--- src/rtl/lx_pkg.sv ---
package lx_pkg;
  typedef enum logic [2:0] {
    T_IDLE, T_WAIT_ACK, T_SECURE_WAIT, T_WAIT_REPLY, T_STOPPED, T_PROCEED
  } train_st_e;

  typedef enum logic {
    C_IDLE, C_ARMED
  } cross_st_e;

  typedef enum logic [1:0] {
    B_UP, B_LOWERING, B_DOWN, B_FAULT
  } bar_st_e;
endpackage

--- src/rtl/lx_channel.sv ---
module lx_channel #(
  parameter int LANES = 2
) (
  input  logic             clk,
  input  logic             rst,
  input  logic [LANES-1:0] tx,
  input  logic             drop,
  output logic [LANES-1:0] rx
);
  for (genvar g = 0; g < LANES; g++) begin : g_lane
    always_ff @(posedge clk) begin
      if (rst) rx[g] <= 1'b0;
      else     rx[g] <= tx[g] & ~drop;
    end

    assert_drop_loses_R10: assert property (@(posedge clk) disable iff (rst)
      (tx[g] && drop) |=> !rx[g]);
    assert_delivered_R10: assert property (@(posedge clk) disable iff (rst)
      (tx[g] && !drop) |=> rx[g]);
  end
endmodule

--- src/rtl/lx_barrier.sv ---
module lx_barrier
  import lx_pkg::*;
(
  input  logic clk,
  input  logic rst,
  input  logic close_req,
  input  logic open_req,
  input  logic closed_in,
  input  logic fault_in,
  output logic lowered,
  output logic alarm
);
  bar_st_e st;

  always_ff @(posedge clk) begin
    if (rst) begin
      st <= B_UP;
    end else if (open_req) begin
      st <= B_UP;
    end else begin
      case (st)
        B_UP:       if (close_req) st <= B_LOWERING;
        B_LOWERING: if (fault_in) st <= B_FAULT;
                    else if (closed_in) st <= B_DOWN;
        B_DOWN:     if (fault_in) st <= B_FAULT;
        B_FAULT:    st <= B_FAULT;
        default:    st <= B_UP;
      endcase
    end
  end

  assign lowered = (st != B_UP);
  assign alarm   = (st == B_FAULT);

  assert_open_obeyed_R8: assert property (@(posedge clk) disable iff (rst)
    open_req |=> !lowered);
  assert_fault_held_R11: assert property (@(posedge clk) disable iff (rst)
    (alarm && !open_req) |=> alarm);
endmodule

--- src/rtl/lx_crossing.sv ---
module lx_crossing
  import lx_pkg::*;
(
  input  logic clk,
  input  logic rst,
  input  logic rx_enable,
  input  logic rx_status,
  input  logic pass_sensor,
  input  logic barrier_closed,
  input  logic barrier_fault,
  output logic tx_ack,
  output logic tx_safe,
  output logic lights_on,
  output logic barrier_lower,
  output logic barrier_alarm
);
  cross_st_e st;
  logic close_req, open_req;

  always_ff @(posedge clk) begin
    if (rst) begin
      st        <= C_IDLE;
      tx_ack    <= 1'b0;
      tx_safe   <= 1'b0;
      close_req <= 1'b0;
      open_req  <= 1'b0;
      lights_on <= 1'b0;
    end else begin
      tx_ack    <= 1'b0;
      tx_safe   <= 1'b0;
      close_req <= 1'b0;
      open_req  <= 1'b0;
      case (st)
        C_IDLE: begin
          if (rx_enable) begin
            tx_ack    <= 1'b1;
            close_req <= 1'b1;
            lights_on <= 1'b1;
            st        <= C_ARMED;
          end
        end
        C_ARMED: begin
          if (rx_status && barrier_closed && !barrier_fault) tx_safe <= 1'b1;
          if (pass_sensor) begin
            open_req  <= 1'b1;
            lights_on <= 1'b0;
            st        <= C_IDLE;
          end
        end
        default: st <= C_IDLE;
      endcase
    end
  end

  lx_barrier u_barrier (
    .clk       (clk),
    .rst       (rst),
    .close_req (close_req),
    .open_req  (open_req),
    .closed_in (barrier_closed),
    .fault_in  (barrier_fault),
    .lowered   (barrier_lower),
    .alarm     (barrier_alarm)
  );

  assert_busy_ignores_enable_R1: assert property (@(posedge clk) disable iff (rst)
    (st == C_ARMED && rx_enable) |=> !tx_ack);
  assert_safe_follows_query_R4: assert property (@(posedge clk) disable iff (rst)
    tx_safe |-> $past(rx_status));
  assert_pass_darkens_R8: assert property (@(posedge clk) disable iff (rst)
    (st == C_ARMED && pass_sensor) |=> !lights_on);
endmodule

--- src/rtl/lx_train.sv ---
module lx_train
  import lx_pkg::*;
#(
  parameter int SECURE_CYCLES = 6,
  parameter int REPLY_TIMEOUT = 8
) (
  input  logic clk,
  input  logic rst,
  input  logic trip,
  input  logic rx_ack,
  input  logic rx_safe,
  input  logic driver_release,
  input  logic pass_sensor,
  output logic tx_enable,
  output logic tx_status,
  output logic stopped,
  output logic go
);
  localparam int MAXC  = (SECURE_CYCLES > REPLY_TIMEOUT) ? SECURE_CYCLES : REPLY_TIMEOUT;
  localparam int CNT_W = $clog2(MAXC + 1);
  localparam logic [CNT_W-1:0] SEC_LAST = CNT_W'(SECURE_CYCLES - 1);
  localparam logic [CNT_W-1:0] TMO_LAST = CNT_W'(REPLY_TIMEOUT - 1);

  train_st_e st;
  logic [CNT_W-1:0] cnt;

  always_ff @(posedge clk) begin
    if (rst) begin
      st        <= T_IDLE;
      cnt       <= '0;
      tx_enable <= 1'b0;
      tx_status <= 1'b0;
      stopped   <= 1'b0;
      go        <= 1'b0;
    end else begin
      tx_enable <= 1'b0;
      tx_status <= 1'b0;
      case (st)
        T_IDLE: begin
          if (trip) begin
            tx_enable <= 1'b1;
            cnt       <= '0;
            st        <= T_WAIT_ACK;
          end
        end
        T_WAIT_ACK: begin
          if (rx_ack) begin
            cnt <= '0;
            st  <= T_SECURE_WAIT;
          end else if (cnt == TMO_LAST) begin
            stopped <= 1'b1;
            st      <= T_STOPPED;
          end else begin
            cnt <= cnt + 1'b1;
          end
        end
        T_SECURE_WAIT: begin
          if (cnt == SEC_LAST) begin
            tx_status <= 1'b1;
            cnt       <= '0;
            st        <= T_WAIT_REPLY;
          end else begin
            cnt <= cnt + 1'b1;
          end
        end
        T_WAIT_REPLY: begin
          if (rx_safe) begin
            go <= 1'b1;
            st <= T_PROCEED;
          end else if (cnt == TMO_LAST) begin
            stopped <= 1'b1;
            st      <= T_STOPPED;
          end else begin
            cnt <= cnt + 1'b1;
          end
        end
        T_STOPPED: begin
          if (driver_release) begin
            stopped <= 1'b0;
            go      <= 1'b1;
            st      <= T_PROCEED;
          end
        end
        T_PROCEED: begin
          if (pass_sensor) begin
            go <= 1'b0;
            st <= T_IDLE;
          end
        end
        default: st <= T_IDLE;
      endcase
    end
  end

  assert_enable_single_R1: assert property (@(posedge clk) disable iff (rst)
    tx_enable |=> !tx_enable);
  assert_status_single_R3: assert property (@(posedge clk) disable iff (rst)
    tx_status |=> !tx_status);
  assert_go_excludes_stop_R5: assert property (@(posedge clk) disable iff (rst)
    go |-> !stopped);
  assert_stop_holds_R7: assert property (@(posedge clk) disable iff (rst)
    (stopped && !driver_release) |=> stopped);
  assert_release_runs_R7: assert property (@(posedge clk) disable iff (rst)
    (stopped && driver_release) |=> go);
endmodule

--- src/rtl/lx_secure_top.sv ---
module lx_secure_top #(
  parameter int SECURE_CYCLES = 6,
  parameter int REPLY_TIMEOUT = 8
) (
  input  logic clk,
  input  logic rst,
  input  logic trip,
  input  logic driver_release,
  input  logic pass_sensor,
  input  logic barrier_closed,
  input  logic barrier_fault,
  input  logic drop_to_crossing,
  input  logic drop_to_train,
  output logic enable_sent,
  output logic ack_sent,
  output logic status_sent,
  output logic safe_sent,
  output logic barrier_lower,
  output logic lights_on,
  output logic barrier_alarm,
  output logic train_stopped,
  output logic train_go
);
  localparam int LANES = 2;

  logic [LANES-1:0] t2c_tx, t2c_rx, c2t_tx, c2t_rx;

  assign t2c_tx = {status_sent, enable_sent};
  assign c2t_tx = {safe_sent, ack_sent};

  lx_train #(
    .SECURE_CYCLES (SECURE_CYCLES),
    .REPLY_TIMEOUT (REPLY_TIMEOUT)
  ) u_train (
    .clk            (clk),
    .rst            (rst),
    .trip           (trip),
    .rx_ack         (c2t_rx[0]),
    .rx_safe        (c2t_rx[1]),
    .driver_release (driver_release),
    .pass_sensor    (pass_sensor),
    .tx_enable      (enable_sent),
    .tx_status      (status_sent),
    .stopped        (train_stopped),
    .go             (train_go)
  );

  lx_channel #(.LANES(LANES)) u_to_crossing (
    .clk  (clk),
    .rst  (rst),
    .tx   (t2c_tx),
    .drop (drop_to_crossing),
    .rx   (t2c_rx)
  );

  lx_channel #(.LANES(LANES)) u_to_train (
    .clk  (clk),
    .rst  (rst),
    .tx   (c2t_tx),
    .drop (drop_to_train),
    .rx   (c2t_rx)
  );

  lx_crossing u_crossing (
    .clk            (clk),
    .rst            (rst),
    .rx_enable      (t2c_rx[0]),
    .rx_status      (t2c_rx[1]),
    .pass_sensor    (pass_sensor),
    .barrier_closed (barrier_closed),
    .barrier_fault  (barrier_fault),
    .tx_ack         (ack_sent),
    .tx_safe        (safe_sent),
    .lights_on      (lights_on),
    .barrier_lower  (barrier_lower),
    .barrier_alarm  (barrier_alarm)
  );

  assert_ack_after_enable_R2: assert property (@(posedge clk) disable iff (rst)
    ack_sent |-> $past(t2c_rx[0]));
  assert_alarm_implies_lowered_R11: assert property (@(posedge clk) disable iff (rst)
    barrier_alarm |-> barrier_lower);
endmodule

--- config.mk ---
export PLATFORM = sky130hd
export DESIGN_NAME = lx_secure_top
export DESIGN_NICKNAME = d
export VERILOG_FILES = /design/src/rtl/lx_pkg.sv /design/src/rtl/lx_channel.sv /design/src/rtl/lx_barrier.sv /design/src/rtl/lx_crossing.sv /design/src/rtl/lx_train.sv /design/src/rtl/lx_secure_top.sv
export SDC_FILE = /design/constraint.sdc
export NUM_CORES = 1
export LEC_CHECK = 0
export ABC_AREA = 1
export BUFFER_PORTS_ARGS = -buffer_cell sky130_fd_sc_hd__buf_2
export CORE_ASPECT_RATIO = 0.8
export CORE_UTILIZATION = 42
export DETAILED_ROUTE_END_ITERATION = 10
export GPL_TIMING_DRIVEN = 0
export PLACE_DENSITY_LB_ADDON = 0.2
export SLEW_MARGIN = 20
export SYNTH_ARGS = -nofsm -noshare
export SYNTH_HDL_FRONTEND = slang
export SYNTH_SLANG_ARGS = --single-unit
--- constraint.sdc ---
create_clock -name clk -period 1.2 [get_ports clk]
set_clock_uncertainty 0.1 [all_clocks]
set_input_delay 0.06 -clock clk [delete_from_list [all_inputs] [get_ports clk]]
set_output_delay 0.06 -clock clk [all_outputs]
set_load 0.02 [all_outputs]
==> run_results.csv <==
group,metric,value,unit
place,port_buffers,17,
yosys,synth-seq-area-share,43.03,%
yosys,synth_edf_count,0,
critical_path,crit_path_end_kind,"flop",
route,vias_per_cell,5.086,
global_routing,grt_util_all_layers,19.98,%
yosys,synth_area_leaders,"dfxtp_1 43%, nand2_1 11%, nor2_1 8.8%, inv_1 8.1%, nand3_1 6.4%",
yosys,synth_mux_area_share,0,%
sta,fin_crit_sh,110.0,%
yosys,synth_top_area_cell,"dfxtp_1",
die,ioPinCount,18,
yosys,synth_top_family_by_area,"simple AND/OR/NAND/NOR gates",
min_path,min_path_type,"input port to flop",
critical_path,worst-path-buf-inv,1,
cells_and_area,nFillCells,188,
critical_path,crit_path_cell_trace,"inv_2 > ha_4 > nand3_4 > nand2_4 > nand2_4 > nor2_4 > nand2_2 > a21oi_2",
yosys,yosysMostFrequentCell,"nand2_1",
sta,relSlewSlack,83.87,%
run_status,failed_checks,"negative setup slack",
yosys,synthSimpleGateAreaFrac,36.92,%
cells_and_area,diodes,0,
cells_and_area,final_nets,196,
critical_path,crit_family,"simple AND/OR/NAND/NOR gates",
yosys,syn_inst,149,
global_routing,grt_start_max_net_pins,14,
cts,cts_made_buffers,3,
cts,clk_latency,0.31,ns
sta,clock.fmax,0.7578,GHz
yosys,synth_compound_gate_area_share,7.579,%
cts,cts.sinks,22,
cells_and_area,area_growth,46.09,%
global_routing,grt_pass1_vias,917,
route,routedWlPerCell,12.15,µm
cts,cts.clk_slew.worst_paths,0.13,ns
cells_and_area,final_cells,209,
critical_path,r2r_cells,8,
power,peakVddDrop,0.9169,mV
min_path,min_delay_worst_endpoint,"u_train.st[2]$_SDFFE_PP0P_",
critical_path,slowest_stage,"dfxtp_4",
yosys,synth_common_cells,"29 x nand2_1, 24 x nor2_1, 22 x dfxtp_1, 22 x inv_1, 13 x nand3_1",
cells_and_area,fin_area,0.001495,mm²
critical_path,slowest_delay,0.39,ns
route,drt_iter0_markers,57,
critical_path,worstSetupPathType,"flop to flop",
die,core,0.002233,mm²
critical_path,r2r-start,"u_train.cnt[1]$_SDFFE_PP0P_",
die,die_x,57.19,µm
die,die_y,46.16,µm
min_path,min_from,"driver_release",
min_path,min_path_cells,4,
cts,clk_path_buf_depth,2,
yosys,yosys.area.top_type_share,43.03,%
power,p_per_area,1064,mW/mm²
yosys,ys.flop_type,"dfxtp_1",
critical_path,crit_top_cell,"nand2_4",
route,wl,2540,µm
place,dpl.cell_count,191,
run_status,status,"finished with violations",
cells_and_area,drive_gt1_share,39.13,%
critical_path,crit_path_max_fanout,4,
yosys,yosys.cell_types.count,21,
sta,hold_violations,0,
yosys,syn-num-nets,160,
critical_path,cp_data_arrival_time,1.47,ns
sta,report.final.slew_viol_count,0,
sta,finalWorstSetupSlack,-0.1197,ns
route,detailroute.via_count,1063,
sta,finalSetupViolCount,7,
critical_path,cp-start-kind,"flop",
power,power.leakage,0.6849,nW
yosys,postSynth.asyncResetShare,0,%
critical_path,cp.required,1.35,ns
critical_path,rrSetupSlack,-0.12,ns
power,total_power,1.590,mW
sta,worst_slew_pin_slew,0.2420,ns
yosys,ys.warnings.count,0,
cts,clock_tree.root_cell,"clkbuf_4",
global_routing,grt-ovfl-total,0,
cts,cts_tree,"done",
cts,htreeDepth,1,
place,dpl-instance-area,0.001146,mm²
global_routing,antenna_found_initial,0,
sta,fin_crit,1.320,ns
yosys,post_synth.cell_area_avg,6.869,µm²
die,die_area,0.002640,mm²
place,dp_hpwl,1637,µm
critical_path,reg2reg_to,"u_train.st[0]$_SDFFE_PP0P_",
place,gp_congestion,0.8887,
global_routing,grt_pass1_wl,4002,µm
yosys,synth-adder-area-share,2.445,%
die,start_util,45.83,%
yosys,netlist_area,0.001023,mm²
die,rows,15,
route,first_pass_iters,4,
route,ant_nets,0,
yosys,synth_xor_xnor_area_share,0.8557,%
yosys,ys_ff_latch,22,
route,post-route-drc-count,0,
run,maxCapViolCount,0,
sta,rsz0062_at_grt,"true",
[worst max-delay path by stage]
| stage | start | endpoint | slack, ns | cells after the start |
|---|---|---|---|---|
| after floorplan | u_train.st[2]$_SDFFE_PP0P_ | u_train.cnt[3]$_SDFFE_PP0P_ | 0.007 | 7 |
| after global placement | u_train.st[2]$_SDFFE_PP0P_ | u_train.cnt[3]$_SDFFE_PP0P_ | -0.13 | 7 |
| after detailed placement | u_train.cnt[0]$_SDFFE_PP0P_ | u_train.cnt[3]$_SDFFE_PP0P_ | -0.16 | 6 |
| after CTS | u_train.cnt[1]$_SDFFE_PP0P_ | u_train.st[2]$_SDFFE_PP0P_ | -0.07 | 8 |
| after global routing | u_train.cnt[1]$_SDFFE_PP0P_ | u_train.st[2]$_SDFFE_PP0P_ | -0.19 | 8 |
| final | u_train.cnt[1]$_SDFFE_PP0P_ | u_train.st[0]$_SDFFE_PP0P_ | -0.12 | 8 |
[through the flow]
stage | utilization (%) | hold slack [ns] | TNS [ns] | setup WS (ns)
floorplan | - | 0.03508 | 0 | 0.007166
global placement | 51.32 | 0.1395 | -0.7271 | -0.1307
detailed placement | 51.32 | 0.1453 | -0.8532 | -0.1572
CTS | 61.85 | 0.08401 | -0.3437 | -0.07291
global route | 66.95 | 0.1068 | -1.110 | -0.1878
finish | 66.95 | 0.09264 | -0.4304 | -0.1197
[routing by layer]
| layer | routed length, µm | GRT usage, % | part of all wire [%] |
|---|---|---|---|
| met5 | 0 | 0 | 0 |
| met2 | 1170 | 32.00 | 46 |
| met1 | 1222 | 27.94 | 48 |
| met4 | 26 | 1.463 | 1.0 |
| met3 | 122 | 5.899 | 4.8 |
[state kept, by name, indices dropped and copies added (netlist names)]
register / flops
u_train.cnt: 4
u_train.st: 3
u_crossing.u_barrier.st: 2
u_to_crossing.rx: 2
u_to_train.rx: 2
u_crossing.close_req: 1
u_crossing.lights_on: 1
u_crossing.open_req: 1
u_crossing.st: 1
u_crossing.tx_safe: 1
u_train.go: 1
u_train.stopped: 1
u_train.tx_enable: 1
u_train.tx_status: 1
[what timing repair did]
action	CTS	global route
buffers inserted	3	4
hold endpoints to repair	11	0
cloned	0	0
hold buffers	7	0
endpoints found under the setup margin	8	13
gates resized for setup	25	29
pin swaps	5	12
[layout make-up]
cell class	instances	area (µm²)	share of cell area, %
buffer	1	5.005	0.3347
clock buffer	3	22.52	1.506
clock inverter	1	30.03	2.008
inverter	24	95.09	6.360
multi-input combinational	102	634.4	42.43
sequential	22	462.9	30.96
tap	25	31.28	2.092
timing repair buffer	31	214.0	14.31
[worst min-delay path: cells and delay by family]
family | cells | cell delay [ns]
AND/OR/NAND/NOR | 2 | 0.31
buffers and inverters | 1 | 0.07
AO/OA/AOI/OAI | 1 | 0.04
[cells in the final DEF (no fill, tap or decap), types with 2 or more instances in the layout]
cell	Yosys	routed
a21oi_2	0	4
inv_1	22	18
nand3_4	0	3
buf_2	0	16
dfxtp_2	0	3
dfxtp_4	0	5
nor2_4	0	4
dlygate4sd3_1	0	7
nor3b_1	4	4
nor2_2	4	4
nand2_2	2	5
clkbuf_4	0	3
dfxtp_1	22	14
o21ai_2	0	2
nor2_1	24	20
inv_2	2	5
ha_4	0	2
nand2_4	0	2
nand2_1	29	24
a21oi_1	10	6
buf_4	0	7
nand3_1	13	9
nor3_1	4	4
[power breakdown]
group	switching (mW)	internal (mW)	total (mW)
registers	0.0237	0.745	0.768
clock network	0.236	0.338	0.574
logic	0.139	0.109	0.248
[kinds of logic after synthesis]
family	Yosys count
XOR/XNOR	1
AO/OA/AOI/OAI	15
adder cells (fa/ha/maj)	2
buffers and inverters	25
flip-flops	22
AND/OR/NAND/NOR	84
Note: power is estimated with default switching activity, not from simulation.
